<file path="config.mk">
export PLATFORM = sky130hd
export DESIGN_NAME = irq3_ctrl
export DESIGN_NICKNAME = d
export VERILOG_FILES = /design/src/rtl/irq3_pkg.sv /design/src/rtl/irq3_flags.sv /design/src/rtl/irq3_arb.sv /design/src/rtl/irq3_nest.sv /design/src/rtl/irq3_ctrl.sv
export SDC_FILE = /design/constraint.sdc
export NUM_CORES = 1
export LEC_CHECK = 0
export BUFFER_PORTS_ARGS = -buffer_cell sky130_fd_sc_hd__buf_2
export CAP_MARGIN = 20
export CORE_UTILIZATION = 45
export DETAILED_ROUTE_END_ITERATION = 8
export PLACE_DENSITY_LB_ADDON = 0.2
export SYNTH_ARGS = -nofsm -noshare
export SYNTH_HDL_FRONTEND = slang
export SYNTH_HIERARCHICAL = 1
export SYNTH_SLANG_ARGS = --single-unit
</file>
<file path="constraint.sdc">
create_clock -name clk_i -period 8.7 [get_ports clk_i]
set_input_delay 0.87 -clock clk_i [delete_from_list [all_inputs] [get_ports clk_i]]
set_output_delay 0.87 -clock clk_i [all_outputs]
set_load 0.03 [all_outputs]
</file>
<file path="src/rtl/irq3_pkg.sv">
package irq3_pkg;
  localparam int NSRC = 16;
  localparam int NLVL = 3;
  localparam int LVLW = 2;

  typedef enum logic [1:0] {K_PLAIN, K_AUTO, K_EXT, K_SER} src_kind_e;

  function automatic src_kind_e kind_of(input int i);
    case (i)
      1, 3:    return K_EXT;
      2, 4:    return K_AUTO;
      5, 7:    return K_SER;
      default: return K_PLAIN;
    endcase
  endfunction

  function automatic int ext_slot(input int i);
    return (i == 3) ? 1 : 0;
  endfunction

  function automatic int ser_slot(input int i);
    return (i == 7) ? 1 : 0;
  endfunction

  function automatic logic [7:0] vec_of(input int i);
    case (i)
      0:       return 8'h33;
      12:      return 8'h6B;
      13:      return 8'h73;
      14:      return 8'h63;
      15:      return 8'h7B;
      default: return 8'((((i >= 1) && (i <= 6)) ? (i - 1) : i) * 8 + 3);
    endcase
  endfunction
endpackage

</file>
<file path="src/rtl/irq3_flags.sv">
module irq3_flags
  import irq3_pkg::*;
#(
  parameter int N    = NSRC,
  parameter int IDXW = $clog2(N)
) (
  input  logic            clk_i,
  input  logic            rst_ni,
  input  logic [N-1:0]    set_i,
  input  logic [N-1:0]    clr_i,
  input  logic [1:0]      edge_mode_i,
  input  logic [1:0]      ser_rx_i,
  input  logic [1:0]      ser_tx_i,
  input  logic            take_i,
  input  logic [IDXW-1:0] take_idx_i,
  output logic [N-1:0]    pend_o
);

  for (genvar g = 0; g < N; g++) begin : g_src
    localparam src_kind_e KIND = kind_of(g);

    if (KIND == K_SER) begin : g_ser
      localparam int S = ser_slot(g);
      logic unused_ser;
      assign unused_ser = set_i[g] ^ clr_i[g];
      assign pend_o[g]  = ser_rx_i[S] | ser_tx_i[S];
    end else if (KIND == K_EXT) begin : g_ext
      localparam int S = ext_slot(g);
      logic flag_q, pin_q, hit, lvl_md;
      assign hit    = take_i && (take_idx_i == IDXW'(g));
      assign lvl_md = !edge_mode_i[S];
      always_ff @(posedge clk_i or negedge rst_ni) begin
        if (!rst_ni) begin
          pin_q  <= 1'b0;
          flag_q <= 1'b0;
        end else begin
          pin_q  <= set_i[g];
          flag_q <= lvl_md ? 1'b0
                           : ((flag_q & ~clr_i[g] & ~hit) | (set_i[g] & ~pin_q));
        end
      end
      assign pend_o[g] = lvl_md ? set_i[g] : flag_q;
    end else begin : g_st
      logic flag_q, hit;
      assign hit = take_i && (take_idx_i == IDXW'(g)) && (KIND == K_AUTO);
      always_ff @(posedge clk_i or negedge rst_ni) begin
        if (!rst_ni) flag_q <= 1'b0;
        else         flag_q <= (flag_q & ~clr_i[g] & ~hit) | set_i[g];
      end
      assign pend_o[g] = flag_q;
    end
  end

endmodule

</file>
<file path="src/rtl/irq3_arb.sv">
module irq3_arb
  import irq3_pkg::*;
#(
  parameter int N    = NSRC,
  parameter int IDXW = $clog2(N)
) (
  input  logic [N-1:0]    pend_i,
  input  logic [N-1:0]    en_i,
  input  logic [N-1:0]    prio_i,
  input  logic            glb_i,
  input  logic [NLVL-1:0] isr_i,
  output logic            req_o,
  output logic [IDXW-1:0] idx_o,
  output logic [LVLW-1:0] lvl_o
);

  logic [N-1:0]                 elig;
  logic [N-1:0][LVLW-1:0]       slvl;
  logic [NLVL-1:0][N-1:0]       lmask;
  logic [NLVL-1:0]              any_l, allow_l;
  logic [NLVL-1:0][IDXW-1:0]    low_l;
  logic                         unused_prio0;

  assign unused_prio0 = prio_i[0];

  for (genvar g = 0; g < N; g++) begin : g_src
    if (g == 0) begin : g_top
      assign elig[g] = pend_i[g] & en_i[g];
      assign slvl[g] = LVLW'(NLVL - 1);
    end else begin : g_usr
      assign elig[g] = pend_i[g] & en_i[g] & glb_i;
      assign slvl[g] = prio_i[g] ? LVLW'(1) : LVLW'(0);
    end
  end

  for (genvar l = 0; l < NLVL; l++) begin : g_lvl
    for (genvar g = 0; g < N; g++) begin : g_m
      assign lmask[l][g] = elig[g] && (slvl[g] == LVLW'(l));
    end
    assign any_l[l]   = |lmask[l];
    // strictly above every in-service level
    assign allow_l[l] = (isr_i >> l) == '0;
    always_comb begin
      low_l[l] = '0;
      for (int i = N - 1; i >= 0; i--) begin
        if (lmask[l][i]) low_l[l] = IDXW'(i);
      end
    end
  end

  always_comb begin
    req_o = 1'b0;
    idx_o = '0;
    lvl_o = '0;
    for (int l = 0; l < NLVL; l++) begin
      if (any_l[l] && allow_l[l]) begin
        req_o = 1'b1;
        idx_o = low_l[l];
        lvl_o = LVLW'(l);
      end
    end
  end

endmodule

</file>
<file path="src/rtl/irq3_nest.sv">
module irq3_nest
  import irq3_pkg::*;
(
  input  logic            clk_i,
  input  logic            rst_ni,
  input  logic            take_i,
  input  logic [LVLW-1:0] take_lvl_i,
  input  logic            reti_i,
  output logic [NLVL-1:0] isr_o
);

  logic [NLVL-1:0] isr_q, isr_d, top_1h;

  always_comb begin
    top_1h = '0;
    for (int l = 0; l < NLVL; l++) begin
      if (isr_q[l]) top_1h = NLVL'(1) << l;
    end
    isr_d = isr_q;
    if (reti_i) isr_d = isr_d & ~top_1h;
    if (take_i) isr_d = isr_d | (NLVL'(1) << take_lvl_i);
  end

  always_ff @(posedge clk_i or negedge rst_ni) begin
    if (!rst_ni) isr_q <= '0;
    else         isr_q <= isr_d;
  end

  assign isr_o = isr_q;

endmodule

</file>
<file path="src/rtl/irq3_ctrl.sv">
module irq3_ctrl
  import irq3_pkg::*;
#(
  parameter int NUM_SRC = NSRC,
  parameter int VEC_W   = 8
) (
  input  logic               clk_i,
  input  logic               rst_ni,
  input  logic [NUM_SRC-1:0] src_set_i,
  input  logic [NUM_SRC-1:0] src_clr_i,
  input  logic [1:0]         ext_edge_i,
  input  logic [1:0]         ser_rx_i,
  input  logic [1:0]         ser_tx_i,
  input  logic               en_we_i,
  input  logic [NUM_SRC-1:0] en_wdata_i,
  input  logic               prio_we_i,
  input  logic [NUM_SRC-1:0] prio_wdata_i,
  input  logic               glb_we_i,
  input  logic               glb_wdata_i,
  input  logic               ack_i,
  input  logic               reti_i,
  output logic               irq_o,
  output logic [VEC_W-1:0]   vector_o
);

  localparam int IDXW = $clog2(NUM_SRC);

  logic [NUM_SRC-1:0] en_q, prio_q, pend;
  logic               glb_q;
  logic               req_c, take, irq_q;
  logic [IDXW-1:0]    idx_c, idx_q;
  logic [LVLW-1:0]    lvl_c, lvl_q;
  logic [NLVL-1:0]    isr_w;
  logic [VEC_W-1:0]   vec_q;

  always_ff @(posedge clk_i or negedge rst_ni) begin
    if (!rst_ni) begin
      en_q   <= '0;
      prio_q <= '0;
      glb_q  <= 1'b0;
    end else begin
      if (en_we_i)   en_q   <= en_wdata_i;
      if (prio_we_i) prio_q <= prio_wdata_i;
      if (glb_we_i)  glb_q  <= glb_wdata_i;
    end
  end

  assign take = ack_i & irq_q;

  irq3_flags #(.N(NUM_SRC), .IDXW(IDXW)) u_flags (
    .clk_i       (clk_i),
    .rst_ni      (rst_ni),
    .set_i       (src_set_i),
    .clr_i       (src_clr_i),
    .edge_mode_i (ext_edge_i),
    .ser_rx_i    (ser_rx_i),
    .ser_tx_i    (ser_tx_i),
    .take_i      (take),
    .take_idx_i  (idx_q),
    .pend_o      (pend)
  );

  irq3_arb #(.N(NUM_SRC), .IDXW(IDXW)) u_arb (
    .pend_i (pend),
    .en_i   (en_q),
    .prio_i (prio_q),
    .glb_i  (glb_q),
    .isr_i  (isr_w),
    .req_o  (req_c),
    .idx_o  (idx_c),
    .lvl_o  (lvl_c)
  );

  irq3_nest u_nest (
    .clk_i      (clk_i),
    .rst_ni     (rst_ni),
    .take_i     (take),
    .take_lvl_i (lvl_q),
    .reti_i     (reti_i),
    .isr_o      (isr_w)
  );

  // request computed before an acknowledge is stale, so drop it for one cycle
  always_ff @(posedge clk_i or negedge rst_ni) begin
    if (!rst_ni) begin
      irq_q <= 1'b0;
      idx_q <= '0;
      lvl_q <= '0;
      vec_q <= '0;
    end else begin
      irq_q <= take ? 1'b0 : req_c;
      if (req_c) begin
        idx_q <= idx_c;
        lvl_q <= lvl_c;
        vec_q <= VEC_W'(vec_of(int'(idx_c)));
      end
    end
  end

  assign irq_o    = irq_q;
  assign vector_o = vec_q;

endmodule

</file>
Word level (Yosys, flattened, before mapping)
Index checks and enable logic that the tools add are counted.
{ "word_totals": {"ff_bits": 67, "inputBits": 78, "out_inout_bits": 9, "wordCells": 314} }
{ "op_classes": {"addsub": 2, "order_cmp": 2, "n_eq_ne": 38, "n_shift": 1, "n_mux": 81, "bitwise": 91, "reduce_logical": 75} }
{ "ops": {"columns": ["cell", "count"], "rows": [
  ["4-bit two-way mux", 49],
  ["1-bit logical AND", 53],
  ["1-bit bitwise AND", 52],
  ["8-bit case mux with 5 select lines", 1],
  ["2-bit by 1-bit equality test with 1-bit output (second input constant)", 15],
  ["2-bit equality test (second input constant)", 15],
  ["2-bit zero test", 15],
  ["15-bit OR reduction", 2],
  ["1-bit two-way mux", 25],
  ["1-bit NOT", 20],
  ["4-bit equality test (second input constant)", 4],
  ["1-bit OR", 16],
  ["16-bit OR reduction", 1],
  ["3-bit two-way mux", 4],
  ["3-bit zero test", 3],
  ["8-bit by 3-bit adder with 8-bit output (second input constant)", 1],
  ["4-bit by 2-bit equality test with 1-bit output (second input constant)", 2],
  ["5-bit two-way mux", 1],
  ["4-bit by 1-bit subtractor with 5-bit output (second input constant)", 1],
  ["4-bit by 1-bit equality test with 1-bit output (second input constant)", 1],
  ["4-bit by 3-bit equality test with 1-bit output (second input constant)", 1],
  ["4-bit by 1-bit greater-or-equal comparator with 1-bit output (second input constant)", 1],
  ["4-bit by 3-bit less-or-equal comparator with 1-bit output (second input constant)", 1],
  ["4-bit zero test", 1],
  ["other kinds (5)", 5]
]} }

Longest topological paths before layout
{ "depth": {"word_depth": 26, "mapped_depth": 13, "mapped_depth_nobuf": 12} }

Cells and area by module
The synthesis kept the hierarchy.
{ "modules_own_cells": {"columns": ["mod", "instances", "cells_each", "area_per_inst_um2", "seq_area_each_um2"], "rows": [
  ["irq3_ctrl", 1, 142, 1945.6, 1151.1],
  ["irq3_arb", 1, 106, 879.6, 0.0],
  ["irq3_flags", 1, 69, 754.5, 400.4],
  ["irq3_nest", 1, 11, 132.6, 75.1]
]} }

Worst setup path after synthesis
Ideal clock, no wire load.
{ "synth_timing": {"path_type": "input to register", "startpoint": "in ext_edge_i[1]", "endpoint": "reg vec_q[5], in the netlist vector_o[5]", "setup_time_ns": 0.126, "arrival_time_ns": 3.488, "required_time_ns": 8.574, "path_slack_ns": 5.086, "stages": 12, "path_buffers": 0, "path_cell_list": "mux2_2 -> nand4_1 -> nand3_2 -> o41ai_4 -> and2_1 -> a41o_1 -> inv_1 -> ha_1 -> or3_1 -> a21oi_1 -> a31oi_1 -> o32a_1"} }
{ "synth_between": {"elab_chain_cells": 15, "word_cells_on_any_way": 40, "classes_between": "add/sub: 2; order compare: 2; eq/ne: 4; mux: 19; bitwise: 2; reduce/logical: 11"} }
{ "synth_rtl": {"columns": ["item", "line", "text"], "rows": [
  ["start: declaration", "irq3_ctrl.sv:11", "input logic [1:0] ext_edge_i,"],
  ["1-bit two-way mux (*)", "irq3_flags.sv:42", "assign pend_o[g] = lvl_md ? set_i[g] : flag_q;"],
  ["1-bit bitwise AND (*) (2 in series)", "irq3_arb.sv:31", "assign elig[g] = pend_i[g] & en_i[g] & glb_i;"],
  ["1-bit logical AND", "irq3_arb.sv:38", "assign lmask[l][g] = elig[g] && (slvl[g] == LVLW'(l));"],
  ["4-bit two-way mux (3 in series)", "irq3_arb.sv:46", "if (lmask[l][i]) low_l[l] = IDXW'(i);"],
  ["4-bit two-way mux (2 in series)", "irq3_arb.sv:56", "if (any_l[l] && allow_l[l]) begin"],
  ["4-bit two-way mux (*)", "irq3_arb.sv:56", null],
  ["named net idx_c[1]", "irq3_ctrl.sv:31", "logic [IDXW-1:0] idx_c, idx_q;"],
  ["4-bit by 1-bit greater-or-equal comparator with 1-bit output or 4-bit by 3-bit less-or-equal comparator with 1-bit output (tied branches)", "irq3_pkg.sv:32", "default: return 8'((((i >= 1) && (i <= 6)) ? (i - 1) : i) * 8 + 3);"],
  ["1-bit logical AND", "irq3_pkg.sv:32", null],
  ["5-bit two-way mux", "irq3_pkg.sv:32", null],
  ["8-bit by 3-bit adder with 8-bit output", "irq3_pkg.sv:32", null],
  ["8-bit case mux with 5 select lines (*)", "irq3_pkg.sv:26", "case (i)"],
  ["end signal: assignment", "irq3_ctrl.sv:95", "vec_q <= VEC_W'(vec_of(int'(idx_c)));"],
  ["end: declaration", "irq3_ctrl.sv:34", "logic [VEC_W-1:0] vec_q;"]
]} }
Mark *: on every way through the listed nets, which the timed path passes. The rest lies on a longest branch.
A chain may end at the register's enable or synchronous reset.

Worst setup path in the final report
{ "layout_timing": {"startpoint": "in ext_edge_i[1]", "endpoint": "reg vec_q[5], in the netlist vector_o[5]"} }
{ "layout_between": {"elab_chain_cells": 15, "word_cells_on_any_way": 40, "classes_between": "add/sub: 2; order compare: 2; eq/ne: 4; mux: 19; bitwise: 2; reduce/logical: 11"} }
{ "layout_rtl": {"columns": ["item", "line", "text"], "rows": [
  ["1-bit two-way mux (*)", "irq3_flags.sv:42", null],
  ["named net pend[3]", "irq3_ctrl.sv:28", "logic [NUM_SRC-1:0] en_q, prio_q, pend;"],
  ["1-bit bitwise AND (*) (2 in series)", "irq3_arb.sv:31", null],
  ["1-bit logical AND", "irq3_arb.sv:38", null],
  ["4-bit two-way mux (3 in series)", "irq3_arb.sv:46", null],
  ["4-bit two-way mux (2 in series)", "irq3_arb.sv:56", null],
  ["4-bit two-way mux (*)", "irq3_arb.sv:56", null],
  ["named net idx_c[1]", "irq3_ctrl.sv:31", null],
  ["4-bit by 1-bit greater-or-equal comparator with 1-bit output or 4-bit by 3-bit less-or-equal comparator with 1-bit output (tied branches)", "irq3_pkg.sv:32", null],
  ["1-bit logical AND", "irq3_pkg.sv:32", null],
  ["5-bit two-way mux", "irq3_pkg.sv:32", null],
  ["8-bit by 3-bit adder with 8-bit output", "irq3_pkg.sv:32", null],
  ["8-bit case mux with 5 select lines (*)", "irq3_pkg.sv:26", null]
]} }
Marked as above.

==> impl_metrics.env <==
export IMPL_outcome="finished, final reports clean"
export IMPL_fill_cells=710
export IMPL_setup_violations=0
export IMPL_dpl_instance_area_um2=4010
export IMPL_vdd_drop_max_v=0.000126
export IMPL_n_antenna_cell=0
export IMPL_final_common_cell="buf_2"
export IMPL_cts_resized_gates=0
export IMPL_clkTransAtPathRegs_ns=0.07
export IMPL_grt_pass1_vias=2672
export IMPL_rows=32
export IMPL_power_mw=1.04
export IMPL_cp_max_fo=9
export IMPL_hold_class="register to register"
export IMPL_io_pins=87
export IMPL_syn_inst=326
export IMPL_fin_ws_ns=4.83
export IMPL_post_route_util_pct=54.4
export IMPL_die_width_um=92.4
export IMPL_avgRoutedWirePerCell_um=15.0
export IMPL_syn_num_nets=409
export IMPL_setup_tns_ns=0
export IMPL_cts_tree="yes"
export IMPL_skew_ns=0.00641
export IMPL_drt_initial_drc_count=156
export IMPL_holdPathStages=1
export IMPL_overflow=0
export IMPL_viasPerCell=5.47
export IMPL_cap_violations=0
export IMPL_hold_viol=0
export IMPL_final_cell_area_um2=4250
export IMPL_fin_crit_ns=3.87
export IMPL_grt_use_total_pct=19.4
export IMPL_max_freq_ghz=0.259
export IMPL_cp_required_ns=8.92
export IMPL_grt_max_degree=65
export IMPL_dr_pass1_iters=4
export IMPL_clock_sinks=64
export IMPL_rr_worst_depth=12
export IMPL_clk_latency_ns=0.33
export IMPL_startpoint_type="input pin"
export IMPL_drive_above_1_share_pct=39.8
export IMPL_critPathKind="input pin to register"
export IMPL_dp_cells=485
export IMPL_cp_end_kind="register"
export IMPL_rsz0062_at_grt="false"
export IMPL_grt_pass1_wl_um=12900
export IMPL_syn_area_um2=3680
export IMPL_worst_slew_pin_transition_ns=0.865
export IMPL_hold_slack_ns=0.479
export IMPL_syn_to_final_growth_pct=15.5
export IMPL_vias=2739
export IMPL_cts_root_buf="clkbuf_8"
export IMPL_drc=0
export IMPL_power_density_nw_per_um2=245
export IMPL_final_nets=478
export IMPL_final_cells=501
export IMPL_postCtsHoldBufs=0
export IMPL_wirelength_um=7520
export IMPL_arrival_ns=4.08
export IMPL_place_congestion=0.829
export IMPL_dpl_hpwl_um=5670
export IMPL_ant_nets=0
export IMPL_die_area_um2=8530
export IMPL_max_slew_margin_pct=42.3
export IMPL_cts_made_buffers=9
export IMPL_period_share_pct=44.4
export IMPL_clk_path_buf_depth=2
export IMPL_start_util_pct=47.1
export IMPL_port_buffers=80
export IMPL_antenna_found_initial=0
export IMPL_p_leak_nw=1.97
export IMPL_htreeDepth=3
export IMPL_dp_slack_ns=4.52
export IMPL_post_cts_buffers=0
export IMPL_final_max_slew_viol_count=0
export IMPL_final_cell_mix="80 x buf_2, 64 x dfrtp_1, 40 x mux2_2"
export IMPL_die_y_um=92.4
export IMPL_seq_area_um2=1600
export IMPL_core_region_area_um2=7810
export IMPL_multiInputGateArea_um2=1790
export IMPL_syn_avg_cell_area_um2=11.3
export IMPL_yosysWarningCount=6
## power by group
| group | leakage, nW | switching (mW) | internal, mW | total (mW) |
|---|---|---|---|---|
| registers | 0.752 | 0.0435 | 0.348 | 0.391 |
| logic | 1.11 | 0.213 | 0.178 | 0.390 |
| clock network | 0.108 | 0.106 | 0.153 | 0.259 |
## final cells by class
class	instances	share of cell area [%]
flip-flops and latches	64	37.7
inverters	23	2.03
multi-input cells	215	42.2
repair buffers	82	10.3
clock buffers	12	3.89
well taps	102	3.01
clock inverters	3	0.943
## registers in the layout, summed over array words and instances (netlist names)
register and flops:
u_flags/g_src.g_st.flag_q 12, glb_q 1, u_nest/isr_o 3, irq_o 1, u_flags/g_src.g_ext.flag_q 2, prio_q 15
vector_o 6, idx_q 4, u_flags/g_src.g_ext.pin_q 2, en_q 16, lvl_q 2
## critical path, cell delays in order
cell	delay [ns]
buf_2	0.09
mux2_2	0.37
nand4_1	0.17
nand3_2	0.16
o41ai_4	0.46
and2_1	0.21
a41o_1	0.38
inv_1	0.15
ha_1	0.27
or3_1	0.38
a21oi_1	0.15
a31oi_1	0.07
o32a_1	0.33
## routing by layer
layer | wire (um) | global-route usage (%)
met5 | 0 | 0
met4 | 63 | 4.30
met3 | 395 | 5.99
met2 | 3310 | 29.4
met1 | 3750 | 27.3
## final timing paths
check,start,to,slack [ns]
max,ext_edge_i[1],vector_o[5],4.83
min,vector_o[1],vector_o[1],0.48
max reg2reg,glb_q,vector_o[5],5.07
min reg2reg,vector_o[1],vector_o[1],0.48
max in group asynchronous,rst_ni,prio_q[2],7.46
min in group asynchronous,rst_ni,u_flags/g_src[13].g_st.flag_q,0.71
Power figures use the tool's default switching activity.
